**config.mk**
```make
export PLATFORM = sky130hd
export DESIGN_NAME = pixel_row_sequencer
export DESIGN_NICKNAME = d
export VERILOG_FILES = /design/src/rtl/pixel_row_sequencer.sv
export SDC_FILE = /design/constraint.sdc
export NUM_CORES = 1
export LEC_CHECK = 0
export ABC_AREA = 1
export BUFFER_PORTS_ARGS = -buffer_cell sky130_fd_sc_hd__buf_2
export CORE_MARGIN = 8
export CORE_UTILIZATION = 44
export CTS_CLUSTER_SIZE = 28
export DETAILED_ROUTE_END_ITERATION = 6
export PLACE_DENSITY = 0.82
export SLEW_MARGIN = 25
export SYNTH_ARGS = -nofsm -noshare
export SYNTH_HDL_FRONTEND = slang
export SYNTH_SLANG_ARGS = --single-unit
```
**constraint.sdc**
```tcl
create_clock -name clk -period 1.9 [get_ports clk]
set_clock_uncertainty 0.15 [all_clocks]
set_input_delay 0.19 -clock clk [delete_from_list [all_inputs] [get_ports clk]]
set_output_delay 0.19 -clock clk [all_outputs]
set_load 0.01 [all_outputs]
```
**src/rtl/pixel_row_sequencer.sv**
```systemverilog
module pixel_row_sequencer #(
  parameter int ROWS      = 128,
  parameter int HIT_COLS  = 24,
  parameter int SHORT_CAL = 2,
  parameter int SHORT_RD  = 2,
  parameter int LONG_CAL  = 3,
  parameter int LONG_RD   = 3,
  localparam int ROW_W    = $clog2(ROWS)
) (
  input  logic                clk,
  input  logic                rst,
  input  logic                start,
  input  logic                long_mode,
  input  logic [HIT_COLS-1:0] hit_in,
  input  logic                out_ready,
  output logic [ROWS-1:0]     row_sel,
  output logic                pix_cal,
  output logic                pix_smp1,
  output logic                pix_smp2,
  output logic                pix_rd,
  output logic                cmp_autozero,
  output logic                cmp_compare,
  output logic                cmp_strobe,
  output logic                out_valid,
  output logic [HIT_COLS-1:0] out_hits,
  output logic [ROW_W-1:0]    out_row,
  output logic                frame_end
);

  localparam int MAX_LEN = LONG_CAL + LONG_RD + 2;
  localparam int PH_W    = $clog2(MAX_LEN + 1);
  localparam logic [ROW_W-1:0] LAST_ROW = ROW_W'(ROWS - 1);

  logic             busy, long_q;
  logic [PH_W-1:0]  ph;
  logic [ROW_W-1:0] row;

  wire              active   = busy & ~out_valid;
  wire [PH_W-1:0]   cal_len  = long_q ? PH_W'(LONG_CAL) : PH_W'(SHORT_CAL);
  wire [PH_W-1:0]   rd_len   = long_q ? PH_W'(LONG_RD)  : PH_W'(SHORT_RD);
  wire [PH_W-1:0]   rd_start = cal_len + PH_W'(1);
  wire [PH_W-1:0]   rd_end   = rd_start + rd_len;

  assign pix_cal      = active && (ph < cal_len);
  assign pix_smp1     = active && (ph == '0);
  assign pix_rd       = active && (ph >= rd_start) && (ph < rd_end);
  assign pix_smp2     = active && (ph == rd_start);
  assign cmp_autozero = pix_cal;
  assign cmp_compare  = pix_rd;
  assign cmp_strobe   = active && (ph == rd_end);
  assign row_sel      = active ? (ROWS'(1) << row) : '0;

  always_ff @(posedge clk) begin
    if (rst) begin
      busy      <= 1'b0;
      long_q    <= 1'b0;
      ph        <= '0;
      row       <= '0;
      out_valid <= 1'b0;
      out_hits  <= '0;
      out_row   <= '0;
      frame_end <= 1'b0;
    end else begin
      frame_end <= 1'b0;
      if (!busy) begin
        if (start) begin
          busy   <= 1'b1;
          ph     <= '0;
          row    <= '0;
          long_q <= long_mode;
        end
      end else if (out_valid) begin
        if (out_ready) begin
          out_valid <= 1'b0;
          if (row == LAST_ROW) begin
            row       <= '0;
            frame_end <= 1'b1;
            long_q    <= long_mode;
          end else begin
            row <= row + ROW_W'(1);
          end
        end
      end else if (cmp_strobe) begin
        out_valid <= 1'b1;
        out_hits  <= hit_in;
        out_row   <= row;
        ph        <= '0;
      end else begin
        ph <= ph + PH_W'(1);
      end
    end
  end

  assert_idle_quiet_R1: assert property (@(posedge clk) disable iff (rst)
    !busy |-> (row_sel == '0) && !pix_cal && !pix_rd && !cmp_strobe && !out_valid);

  assert_row_onehot_R2: assert property (@(posedge clk) disable iff (rst)
    $onehot0(row_sel));

  assert_no_overlap_R5: assert property (@(posedge clk) disable iff (rst)
    !(pix_cal && pix_rd));

  assert_gap_before_rd_R5: assert property (@(posedge clk) disable iff (rst)
    $rose(pix_rd) |-> !$past(pix_cal));

  assert_strobe_pulse_R6: assert property (@(posedge clk) disable iff (rst)
    cmp_strobe |=> !cmp_strobe && out_valid);

  assert_hold_output_R7: assert property (@(posedge clk) disable iff (rst)
    out_valid && !out_ready |=> out_valid && $stable(out_hits) && $stable(out_row) && (row_sel == '0));

  assert_frame_pulse_R8: assert property (@(posedge clk) disable iff (rst)
    frame_end |=> !frame_end);

endmodule

```
Yosys cells after proc, flatten, opt, wreduce, memory -nomap -nowiden
Index checks and enable logic that the tools add are counted.
{"block": "totals", "ff_bits": 46, "out_inout_bits": 168, "inputBits": 29, "wordCells": 62}
{"block": "classes", "addsub": 4, "n_mux": 22, "eq_ne": 7, "magnitude_cmp": 3, "bitwise": 4, "n_shift": 1, "n_reduce_logical": 13}
{"cell": "128-bit 2-to-1 mux", "count": 1}
{"cell": "1-bit by 7-bit << shifter with 128-bit output (first input constant)", "count": 1}
{"cell": "7-bit 2-to-1 mux", "count": 5}
{"cell": "4-bit 2-to-1 mux", "count": 4}
{"cell": "1-bit 2-to-1 mux", "count": 12}
{"cell": "7-bit by 1-bit adder with 7-bit output (second input constant)", "count": 1}
{"cell": "7-bit == test (second input constant)", "count": 1}
{"cell": "1-bit logical AND", "count": 6}
{"cell": "2-bit != test (second input constant)", "count": 3}
{"cell": "3-bit AND reduction", "count": 2}
{"cell": "3-bit by 2-bit adder with 4-bit output", "count": 1}
{"cell": "4-bit by 1-bit adder with 4-bit output (second input constant)", "count": 1}
{"cell": "4-bit by 3-bit == test with 1-bit output", "count": 1}
{"cell": "4-bit == test", "count": 1}
{"cell": "4-bit by 3-bit >= comparator with 1-bit output", "count": 1}
{"cell": "4-bit zero test", "count": 1}
{"cell": "4-bit by 2-bit < comparator with 1-bit output", "count": 1}
{"cell": "4-bit < comparator", "count": 1}
{"cell": "4-bit AND reduction", "count": 1}
{"cell": "4-bit OR reduction", "count": 1}
{"cell": "2-bit by 1-bit adder with 3-bit output (second input constant)", "count": 1}
{"cell": "1-bit NOT", "count": 3}
{"cell": "2-bit by 1-bit != test with 1-bit output (second input constant)", "count": 1}
{"cell": "2-bit AND reduction", "count": 1}
{"cell": "other kinds (2)", "count": 2}

Logic depth before layout (Yosys ltp)
{"block": "depth", "depth_word": 8, "depth_mapped": 9, "depth_no_buf": 8}

Worst setup path after synthesis
No wires, ideal clock.
{"block": "synth_path", "path_kind": "reg2out", "startpoint": "register long_q", "endpoint": "output pix_rd", "setup_slack_ns": 0.211, "arrival_time_ns": 1.349, "stages_incl_launch_ff": 9, "t_required_ns": 1.560, "n_path_buf": 1, "cell_sequence": "dfxtp_1 inv_1 ha_1 nand2_1 inv_1 o21ai_0 nand3_1 inv_1 buf_4"}
{"block": "synth_between", "elab_chain_len": 5, "elab_cells_between_ends": 7, "cone_classes": "add/sub (2); order compare (2); mux (1); reduce/logical (2)"}
{"element": "from (decl)", "line_no": "34", "rtl": "logic busy, long_q;"}
{"element": "from (signal assigned)", "line_no": "70", "rtl": "long_q <= long_mode;"}
{"element": "from (signal assigned)", "line_no": "78", "rtl": "long_q <= long_mode;"}
{"element": "1-bit 2-to-1 mux (*)", "line_no": "39, 40"}
{"element": "2-bit by 1-bit adder with 3-bit output", "line_no": "41", "rtl": "wire [PH_W-1:0] rd_start = cal_len + PH_W'(1);"}
{"element": "3-bit by 2-bit adder with 4-bit output / 4-bit by 3-bit >= comparator with 1-bit output (equally long branches)", "line_no": "42, 46"}
{"element": "4-bit < comparator / 1-bit logical AND (equally long branches)", "line_no": "46", "rtl": "assign pix_rd = active && (ph >= rd_start) && (ph < rd_end);"}
{"element": "1-bit logical AND (*)", "line_no": "46"}
{"element": "to (decl)", "line_no": "20", "rtl": "output logic pix_rd,"}
Mark *: on every way between the ends. The rest lies on a longest branch, timed or not.

Worst setup path in the final report
{"block": "layout_path", "startpoint": "register row[3]", "endpoint": "output row_sel[77]"}
{"block": "layout_between", "elab_chain_len": 2}
{"element": "from (decl)", "line_no": "36", "rtl": "logic [ROW_W-1:0] row;"}
{"element": "from (signal assigned)", "line_no": "80", "rtl": "row <= row + ROW_W'(1);"}
{"element": "1-bit by 7-bit << shifter with 128-bit output", "line_no": "51", "rtl": "assign row_sel = active ? (ROWS'(1) << row) : '0;"}
{"element": "128-bit 2-to-1 mux", "line_no": "51"}
{"element": "to (decl)", "line_no": "16", "rtl": "output logic [ROWS-1:0] row_sel,"}
Every way passes these cells.

==> flow_summary.json <==
{
  "outcome": "finished with violations",
  "violations": "hold timing, setup timing",
  "synth_top_area_share_pct": 28.8,
  "pre_cts_slack_ns": 0.0576,
  "port_buffers": 196,
  "drt_first_pass_iters": 5,
  "p_clk_share_pct": 32.9,
  "yosysUniqueCellTypes": 30,
  "powerDensity_nw_per_um2": 367,
  "cts_root_buf": "clkbuf_8",
  "final_antenna_net_count": 0,
  "dp_hpwl_um": 9020,
  "clkLatencyLatePin_ns": 0.31,
  "fin_crit_ns": 2.01,
  "top_usage_layer": "met2",
  "synth_fp_nets": 563,
  "avgSynthCellArea_um2": 6.14,
  "internal-power_mw": 1.37,
  "initial_core_util_pct": 44.8,
  "route.vias.total": 4480,
  "synth_ff_type": "dfxtp_1",
  "clock_sinks": 46,
  "critPathLaunchType": "flop",
  "yosys-top-cells-area": "dfxtp_1, nor2_1, nand2_1",
  "finalCritPeriodShare_pct": 106,
  "met2_usage_pct": 43.5,
  "worstHoldPathType": "in -> reg",
  "relSlewSlack_pct": 74.1,
  "core-area_um2": 7140,
  "grt_first_pass_wirelength_um": 20100,
  "area_growth_pct": 64.1,
  "leakagePower_nw": 2.49,
  "fin_cells": 853,
  "rsz0062_at_grt": "true",
  "switching_share_pct": 28.7,
  "via_per_inst": 5.25,
  "criticalPathCategory": "reg -> out",
  "cp_data_arrival_time_ns": 1.67,
  "cts_made_buffers": 5,
  "drt_iter0_drc": 339,
  "worst_slew_pin_slew_ns": 0.388,
  "synth_cells": 521,
  "crit_fanout": 6,
  "cts_tree": "built",
  "cpMaxStageDelayCell": "dfxtp_4",
  "ios": 197,
  "final_nets": 794,
  "grt_overflow": 0,
  "ys_seq_area_share_pct": 28.8,
  "fp.dieW_um": 101,
  "place_inst": 797,
  "post_drt_wl_per_cell_um": 16.8,
  "drive_above_1_share_pct": 47.0,
  "combPwrFrac_pct": 16.1,
  "ys_warn_count": 0,
  "crit_chain": "clkinvlp_4, nor2_4, nand3_1, nor2_1, buf_2",
  "grt_max_degree": 65,
  "drc": 0,
  "hold_viol_final": 1,
  "setup_viol": 62,
  "async_flop_share_pct": 0,
  "ys_ff_latch": 46,
  "setup_ws_ns": -0.113,
  "slew_violations": 0,
  "wl_um": 14300,
  "cts_buffer_depth": 2,
  "gp_congestion": 0.859,
  "htree_num_levels": 2,
  "power_mw": 1.92,
  "grt_pass1_vias": 4051,
  "worstPathRequired_ns": 1.56,
  "dieArea_um2": 10200,
  "max_stage_delay_ns": 0.42,
  "synth_area_leader_cell": "dfxtp_1",
  "clkSlewWorstSetupHoldPaths_ns": 0.09,
  "grt_usage_pct": 24.2,
  "cap_violations": 0,
  "synth_edf_count": 0,
  "end_kind": "output port",
  "final_common_cell": "nor2_1",
  "rows": 31,
  "p_seq_share_pct": 51.0,
  "met1_usage_pct": 26.6,
  "netlist_area_um2": 3200,
  "hold_ws_ns": -0.00398,
  "antenna_found_initial": 1,
  "irDropWorstVdd_v": 0.000350,
  "fp.dieH_um": 101,
  "fmax_ghz": 0.497,
  "p_sw_mw": 0.552,
  "final_cell_mix": "nor2_1, buf_2, nand2_1, dfxtp_1, dlygate4sd3_1",
  "met3_usage_pct": 5.02
}
## timing repair
item / in CTS / in global routing
setup endpoints to repair: 131 / 159
gates cloned: 3 / 4
resized for setup: 76 / 85
buffers inserted: 7 / 7
hold buffers: 25 / 1
pin swaps: 15 / 35
hold endpoints to repair: 27 / 1
## per-layer routing
layer | share of wire, % | wire [um] | vias to the layer above
met5 | 0 | 0 | -
met4 | 3.1 | 443 | 0
met3 | 8.3 | 1180 | 40
met2 | 52 | 7410 | 248
met1 | 37 | 5310 | 2105
li1 | - | - | 2087
## layout make-up
| type | count | area, um^2 |
|---|---|---|
| multi-input combinational | 407 | 2260 |
| fill | 562 | 1890 |
| timing repair buffer | 256 | 1630 |
| sequential | 46 | 947 |
| inverter | 32 | 151 |
| tap | 99 | 124 |
| clock buffer | 5 | 68.8 |
| timing repair inverter | 4 | 40.0 |
| clock inverter | 3 | 25.0 |
| antenna | 1 | 2.50 |
## cell usage after synthesis, drive strengths merged, types with 3 or more instances
| master | number |
|---|---|
| o21ai | 36 |
| buf | 29 |
| nor2 | 223 |
| dfxtp | 46 |
| nor3 | 3 |
| a21oi | 11 |
| nand3 | 40 |
| ha | 13 |
| clkbuf | 7 |
| inv | 31 |
| nand2 | 74 |
## power groups by stage
| stage | Sequential [mW] | Clock, mW | Combinational (mW) |
|---|---|---|---|
| after floorplan | 1.00 | 0 | 0.146 |
| after global placement | 1.00 | 0 | 0.201 |
| after detailed placement | 1.00 | 0 | 0.206 |
| after CTS | 0.983 | 0.650 | 0.266 |
| after global routing | 0.982 | 0.682 | 0.339 |
| final | 0.981 | 0.634 | 0.310 |
## registers in the layout, summed over array words and instances, names as in the netlist
name	cells
ph	4
out_valid	1
long_q	1
busy	1
row	7
out_hits	24
out_row	7
frame_end	1
## critical path, delay by kind of cell, from the launching register on
family,cells,cell delay (ns)
DFF,1,0.42
and+or+nand+nor,3,0.57
buffers and inverters,2,0.37
## cells by family (layout without fill, tap and decap cells)
group / after synthesis / after routing / share of synthesized area (%)
other: 0 / 1 / 0
AND/OR/NAND/NOR: 345 / 345 / 44.6
AO/OA/AOI/OAI: 47 / 47 / 7.36
flip-flops: 46 / 46 / 28.8
adder cells (fa/ha/maj): 13 / 13 / 5.09
buffers and inverters: 68 / 300 / 13.6
XOR/XNOR: 2 / 2 / 0.548
## path summary, 6_finish.rpt
kind                           start                         to  slack [ns]  cells after the start
max              row[3]$_SDFFE_PP0P_                row_sel[77]       -0.11                      5
min                       hit_in[22]  out_hits[22]$_SDFFE_PP0P_      -0.004                      3
max reg2reg      long_q$_SDFFE_PP0P_  out_hits[14]$_SDFFE_PP0P_        0.10                      9
min reg2reg  out_row[4]$_SDFFE_PP0P_    out_row[4]$_SDFFE_PP0P_        0.34                      2
## stage by stage
stage          TNS (ns)  cell area (um^2)  util [%]
5_1_grt          -10.36              5250      73.5
4_1_cts          -0.976              4840      67.9
3_5_place_dp          0              4150      58.1
6_report          -2.21              5250      73.5
3_3_place_gp          0              4150      58.1
2_1_floorplan         0              3200         -
(Power assumes the default switching activity.)
